==> src/rtl/agsync_pkg.sv <==
package agsync_pkg;

   // Decision taken by the agreement gate for the current sample pair.
   typedef enum logic [0:0] {
      GATE_OPEN = 1'b0,
      GATE_HOLD = 1'b1
   } gate_e;

   // Edges after reset before the two compared stages hold genuine samples.
   function automatic int unsigned fill_cycles(input int unsigned stages);
      return stages - 1;
   endfunction

endpackage

==> src/rtl/agsync_capture.sv <==
module agsync_capture #(
   parameter int unsigned CH_W   = 3,
   parameter int unsigned STAGES = 2
) (
   input  logic            clk_i,
   input  logic            rst_i,
   input  logic [CH_W-1:0] chan_i,
   output logic [CH_W-1:0] newer_o,
   output logic [CH_W-1:0] older_o
);

   for (genvar g = 0; g < CH_W; g++) begin : g_chan
      logic              first_q;
      logic [STAGES-2:0] rest_q;
      logic [STAGES-1:0] tap;

      // Pad-side capture flop: deliberately without reset.
      always_ff @(posedge clk_i) begin
         first_q <= chan_i[g];
      end

      always_ff @(posedge clk_i) begin
         if (rst_i) begin
            rest_q <= '0;
         end else begin
            rest_q[0] <= first_q;
            for (int i = 1; i < int'(STAGES) - 1; i++) begin
               rest_q[i] <= rest_q[i-1];
            end
         end
      end

      assign tap        = {rest_q, first_q};
      assign newer_o[g] = tap[STAGES-2];
      assign older_o[g] = tap[STAGES-1];
   end

endmodule

==> src/rtl/agsync_gate.sv <==
module agsync_gate
   import agsync_pkg::*;
#(
   parameter int unsigned CH_W   = 3,
   parameter int unsigned STAGES = 2
) (
   input  logic            clk_i,
   input  logic            rst_i,
   input  logic [CH_W-1:0] newer_i,
   input  logic [CH_W-1:0] older_i,
   output gate_e           decision_o
);

   localparam int unsigned FILL  = fill_cycles(STAGES);
   localparam int unsigned CNT_W = (FILL < 2) ? 1 : $clog2(FILL + 1);

   logic [CNT_W-1:0] fill_q;
   logic             hist_ok;
   logic [CH_W-1:0]  same;
   logic             all_same;

   always_ff @(posedge clk_i) begin
      if (rst_i) begin
         fill_q <= '0;
      end else if (fill_q != CNT_W'(FILL)) begin
         fill_q <= fill_q + 1'b1;
      end
   end

   assign hist_ok  = (fill_q == CNT_W'(FILL));
   assign same     = newer_i ~^ older_i;
   assign all_same = &same;

   assign decision_o = (hist_ok && all_same) ? GATE_OPEN : GATE_HOLD;

endmodule

==> src/rtl/agsync_hold.sv <==
module agsync_hold
   import agsync_pkg::*;
#(
   parameter int unsigned CH_W    = 3,
   parameter bit          HELD_EN = 1'b1
) (
   input  logic            clk_i,
   input  logic            rst_i,
   input  gate_e           decision_i,
   input  logic [CH_W-1:0] sync_i,
   output logic [CH_W-1:0] word_o,
   output logic            held_o
);

   logic [CH_W-1:0] next_word;

   // 2:1 select: new synchronized word or the current output fed back.
   assign next_word = (decision_i == GATE_OPEN) ? sync_i : word_o;

   always_ff @(posedge clk_i) begin
      if (rst_i) begin
         word_o <= '0;
      end else begin
         word_o <= next_word;
      end
   end

   if (HELD_EN) begin : g_held
      always_ff @(posedge clk_i) begin
         if (rst_i) begin
            held_o <= 1'b0;
         end else begin
            held_o <= (decision_i == GATE_HOLD);
         end
      end
   end else begin : g_no_held
      assign held_o = 1'b0;
   end

endmodule

==> src/rtl/agree_sync.sv <==
module agree_sync
   import agsync_pkg::*;
#(
   parameter int unsigned CH_W    = 3,
   parameter int unsigned STAGES  = 2,
   parameter bit          HELD_EN = 1'b1
) (
   input  logic            clk_i,
   input  logic            rst_i,
   input  logic [CH_W-1:0] chan_i,
   output logic [CH_W-1:0] word_o,
   output logic            held_o
);

   initial begin
      assert (CH_W >= 1) else $error("agree_sync: CH_W must be at least 1");
      assert (STAGES >= 2) else $error("agree_sync: STAGES must be at least 2");
   end

   logic [CH_W-1:0] newer_w;
   logic [CH_W-1:0] sync_w;
   gate_e           decision_w;

   agsync_capture #(.CH_W(CH_W), .STAGES(STAGES)) u_capture (
      .clk_i   (clk_i),
      .rst_i   (rst_i),
      .chan_i  (chan_i),
      .newer_o (newer_w),
      .older_o (sync_w)
   );

   agsync_gate #(.CH_W(CH_W), .STAGES(STAGES)) u_gate (
      .clk_i      (clk_i),
      .rst_i      (rst_i),
      .newer_i    (newer_w),
      .older_i    (sync_w),
      .decision_o (decision_w)
   );

   agsync_hold #(.CH_W(CH_W), .HELD_EN(HELD_EN)) u_hold (
      .clk_i      (clk_i),
      .rst_i      (rst_i),
      .decision_i (decision_w),
      .sync_i     (sync_w),
      .word_o     (word_o),
      .held_o     (held_o)
   );

endmodule

==> config.mk <==
export PLATFORM = sky130hd
export DESIGN_NAME = agree_sync
export DESIGN_NICKNAME = d
export VERILOG_FILES = /design/src/rtl/agsync_pkg.sv /design/src/rtl/agsync_capture.sv /design/src/rtl/agsync_gate.sv /design/src/rtl/agsync_hold.sv /design/src/rtl/agree_sync.sv
export SDC_FILE = /design/constraint.sdc
export NUM_CORES = 1
export LEC_CHECK = 0
export BUFFER_PORTS_ARGS = -buffer_cell sky130_fd_sc_hd__buf_2
export CORE_AREA = 2 2 39 41
export CTS_BUF_LIST = sky130_fd_sc_hd__clkbuf_8
export CTS_CLUSTER_SIZE = 8
export DETAILED_ROUTE_END_ITERATION = 8
export DIE_AREA = 0 0 41 43
export PLACE_DENSITY = 0.42
export SLEW_MARGIN = 10
export SYNTH_ARGS = -nofsm -noshare
export SYNTH_HDL_FRONTEND = slang
export SYNTH_SLANG_ARGS = --single-unit
==> constraint.sdc <==
create_clock -name clk_i -period 1.7 [get_ports clk_i]
set_input_delay 0.34 -clock clk_i [delete_from_list [all_inputs] [get_ports clk_i]]
set_output_delay 0.34 -clock clk_i [all_outputs]
set_load 0.02 [all_outputs]
==> impl_metrics.ini, run 1 <==
[detailed_routing]
vias = 214
drc_errors = 0
postRouteAntennaNets = 0
firstDrtPassIters = 2
routed_wl_um = 477
via_per_inst = 3.75
drtIter0Drc = 2
routedWlPerCell_um = 8.37

[clock_network]
cts.sinks = 11
clock_path_buffers = 2
clkLatencyLatePin_ps = 230
cts_tree = yes
post-cts-setup-buffers = 0
root_buffer = clkbuf_8
clk_pin_slew_ps = 50
cts_hold_buf = 0
numCtsBuffers = 3
htreeDepth = 1
cts_resized = 0

[cells_and_area]
multi_input_comb_area_um2 = 110
diodes = 0
nNetsFinal = 47
register_area_um2 = 220
stdcell_count = 57
layout_common_cells = dfxtp_1 (11), buf_2 (8), nand2_1 (6)
fillCellCount = 157
area_growth_pct = 27.2
drive_above_1_share_pct = 26.8
final_common_cell = dfxtp_1

[timing]
rsz0062_at_grt = false
hold_viol = 0
skew_ps = 4.60
setup_tns_ps = 0
setup_viol_count_final = 0
drv_slew = 0
max_freq_mhz = 951
fin_crit_ps = 1050
final.period_utilization_pct = 61.8
relSlewSlack_pct = 87.1
worstMarginPinSlew_ps = 193

[synthesis]
ys_seq_area_share_pct = 63.8
avgSynthCellArea_um2 = 11.5
synthDistinctLibCells = 9
syn_inst = 30
ys_ff_latch = 11
syn_area_um2 = 345
yosysWarnings = 0
synth_nets = 35

[power]
p_leak_uw = 0.000190
ir_worst_vdd_mv = 0.362
power_density_nw_per_um2 = 1260

[die]
ioPinCount = 9
dieArea_um2 = 1760
rows = 14
fp.dieH_um = 43
initial_core_util_pct = 25.0
fp.dieW_um = 41
coreArea_um2 = 1380

[worst_setup_path]
cp_max_fo = 4
required_ps = 1860
path_class = register to register
start_kind = register
end_kind = register
cp_data_arrival_time_ps = 1210

[flow_run]
max-cap-violations = 0

[grt]
antenna_found_initial = 0
track_usage_pct = 6.75
grt-ovfl-total = 0
grt_pass1_vias = 205
grt_max_degree = 8
grt_pass1_wl_um = 731

[placement]
gp_congestion = 0.644
dp.cells = 53
io_buffers = 8

[min_path]
hold_class = input port to register

[run_status]
outcome = complete, no violations
==> cell usage after synthesis <==
| library cell | n | share of area (%) |
|---|---|---|
| mux2i_1 | 3 | 8.7 |
| inv_1 | 1 | 1.1 |
| and4_1 | 1 | 2.5 |
| buf_6 | 1 | 3.3 |
| nor2b_1 | 3 | 5.4 |
| dfxtp_1 | 11 | 64 |
| nor2_1 | 1 | 1.1 |
| nand2_1 | 6 | 6.5 |
| xnor2_1 | 3 | 7.6 |
==> cell families after synthesis <==
logic type / after synthesis / synth area share, %
muxes: 3 / 8.70
DFF: 11 / 63.8
buffers and inverters: 2 / 4.35
and+or+nand+nor: 11 / 15.6
xor gates and xnor gates: 3 / 7.61
==> metal layers <==
layer / part of all wire [%] / track usage, %
met1: 46 / 8.12
met2: 42 / 7.50
met3: 12 / 3.14
met4: 0 / 8.00
met5: 0 / 0
==> worst max-delay path: stages (launching register included) <==
cell,delay (ps)
dfxtp_1,320
xnor2_1,160
and4_1,310
mux2i_1,200
==> area by class of cell <==
class,count,share of cell area [%]
Sequential cell,11,50.1
Clock buffer,3,9.40
Clock inverter,1,0.855
Multi-Input combinational cell,17,25.1
Inverter,1,0.855
Timing Repair Buffer,8,9.12
Tap cell,16,4.56
==> report_power, final <==
| part | switching (uW) | leakage (uW) | total, uW | internal [uW] |
|---|---|---|---|---|
| combinational | 14.1 | 0.0000716 | 28.9 | 14.8 |
| clock | 91.4 | 0.0000269 | 249 | 158 |
| sequential | 5.58 | 0.0000914 | 276 | 270 |
| total | 111 | 0.000190 | 554 | 443 |
==> through the flow <==
stage	setup WS, ps	hold slack, ps	utilization, %	power, uW	instance area [um^2]
final	649	203	31.7	554	439
after global routing	574	194	31.7	582	439
after CTS	628	196	31.7	564	439
after detailed placement	642	444	28.5	311	394
after global placement	639	443	28.5	311	394
after floorplan	740	368	-	302	345
==> worst paths after layout <==
check | to | cells past startpoint | startpoint | slack [ps]
hold reg to reg | u_hold.word_o[1] | 2 | u_hold.word_o[1] | 450
hold / removal | u_capture.g_chan[1].first_q | 1 | chan_i[1] | 200
setup / recovery | u_hold.word_o[2] | 3 | u_capture.g_chan[2].rest_q | 650
setup reg to reg | u_hold.word_o[2] | 3 | u_capture.g_chan[2].rest_q | 650
==> sequential cells by signal (all words and copies together), names as in the netlist <==
signal	cells
u_capture.g_chan.first_q	3
u_hold.word_o	3
u_gate.fill_q	1
u_hold.held_o	1
u_capture.g_chan.rest_q	3
Note: power is estimated with default switching activity, not from simulation.
==> run 2: changes to the inputs <==
- clock period: 1.7 -> 1 ns (I/O delays scaled with it)
==> run 2 against run 1 <==
Net effect:
- the run now ends with negative setup slack left
- clock skew down 3.2 ps
- highest routed layer is now met4
- final cell count grew 1.8%
- sequential power rose by 72%
- critical path type unchanged
- global-route usage increased by 0.70 points
- largest cell class unchanged
==> impl_metrics.ini, run 2 (synthesized netlist as in run 1, its figures left out) <==
[detailed_routing]
vias = 225
firstDrtPassIters = 2
routedWlPerCell_um = 8.88
drc_errors = 0
postRouteAntennaNets = 0
drtIter0Drc = 3
via_per_inst = 3.88
routed_wl_um = 515

[grt]
grt_pass1_vias = 198
grt_max_degree = 8
grt_pass1_wl_um = 786
track_usage_pct = 7.45
grt-ovfl-total = 0
antenna_found_initial = 0

[worst_setup_path]
start_kind = register
end_kind = register
required_ps = 1160
startpoint = u_capture.g_chan[2].rest_q
r2r-start = u_capture.g_chan[2].rest_q
cp_data_arrival_time_ps = 1170
ff2ff_setup_slack_ps = -9
cp_max_fo = 4
path_class = register to register

[placement]
io_buffers = 8
dp.cells = 54
gp_congestion = 0.638
dp_hpwl_um = 396

[cells_and_area]
diodes = 0
drive_above_1_share_pct = 45.2
area_growth_pct = 35.9
final_common_cell = buf_2
largestRegisters = u_capture.g_chan.first_q (3), u_capture.g_chan.rest_q (3), u_hold.word_o (3)
layout_common_cells = buf_2 (8), dfxtp_1 (7), nand2_1 (6), dfxtp_2 (4)
nNetsFinal = 48
fillCellCount = 149
stdcell_count = 58

[timing]
final.period_utilization_pct = 101
setup_viol_count_final = 1
setup_tns_ps = -8.85
relSlewSlack_pct = 88.1
rsz0062_at_grt = true
fin_crit_ps = 1010
hold_viol = 0
worstMarginPinSlew_ps = 179
max_freq_mhz = 991
hold_ws_ps = 63.6
skew_ps = 1.38
fin_ws_ps = -8.85
drv_slew = 0

[power]
ir_worst_vdd_mv = 0.656
p_total_uw = 957
power_density_nw_per_um2 = 2040
p_leak_uw = 0.000207

[clock_network]
clock_path_buffers = 2
cts.sinks = 11
numCtsBuffers = 3
clk_pin_slew_ps = 50
root_buffer = clkbuf_8
clkLatencyLatePin_ps = 230
cts_hold_buf = 0
cts_tree = yes
htreeDepth = 1

[min_path]
min_from = chan_i[2]
hold_class = input port to register

[die]
fp.dieH_um = 43
rows = 14
dieArea_um2 = 1760
fp.dieW_um = 41
ioPinCount = 9
initial_core_util_pct = 25.0
coreArea_um2 = 1380

[run_status]
outcome = complete, but fails checks
violations = negative setup slack

[flow_run]
max-cap-violations = 0
-- run 2: cell count changes in the layout (fill, tap and decap cells not counted), sizes merged --
cell	previous run	this run
buf	8	9
-- run 2: metrics by stage --
step	instance area, um^2	setup WS, ps	util, %
final	469	-8.85	33.9
after global routing	469	-48.1	33.9
after CTS	459	-25.5	33.2
after detailed placement	402	-88.4	29.0
after global placement	402	-56.7	29.0
after floorplan	345	39.7	-
-- run 2: repair_timing --
item / in CTS / in global routing
gates resized for setup: 5 / 3
cloned: 0 / 0
hold endpoints to repair: 0 / 0
setup endpoints to repair: 3 / 3
pin swaps: 3 / 2
buffers inserted: 0 / 0
-- run 2: cell type report --
cell class | count | area, um^2 | share of cell area [%]
Tap cell | 16 | 20.0 | 4.27
Clock buffer | 3 | 41.3 | 8.80
Timing Repair Buffer | 9 | 47.5 | 10.1
Clock inverter | 1 | 3.75 | 0.800
Sequential cell | 11 | 225 | 48.0
Multi-Input combinational cell | 17 | 128 | 27.2
Inverter | 1 | 3.75 | 0.800
-- run 2: final timing paths --
path / to / depth (start not counted)
setup / recovery: u_hold.word_o[1] / 3
hold reg to reg: u_hold.word_o[0] / 2
hold / removal: u_capture.g_chan[2].first_q / 1
setup reg to reg: u_hold.word_o[1] / 3
-- run 2: metal layers --
metal / share of wire, % / global-route usage [%] / up-vias
li1: - / - / 116
met1: 44 / 9.74 / 94
met2: 41 / 7.19 / 11
met3: 9.3 / 3.14 / 4
met4: 5.0 / 10.0 / 0
met5: 0 / 0 / -
-- run 2: critical path, cell delays in order, from the launching register on --
cell     delay, ps
dfxtp_2        330
xnor2_2        130
and4_4         270
mux2i_1        200
-- run 2: report_power, final --
part,internal (uW),switching [uW]
combinational,34.0,25.4
sequential,462,12.6
clock,268,154
total,764,192
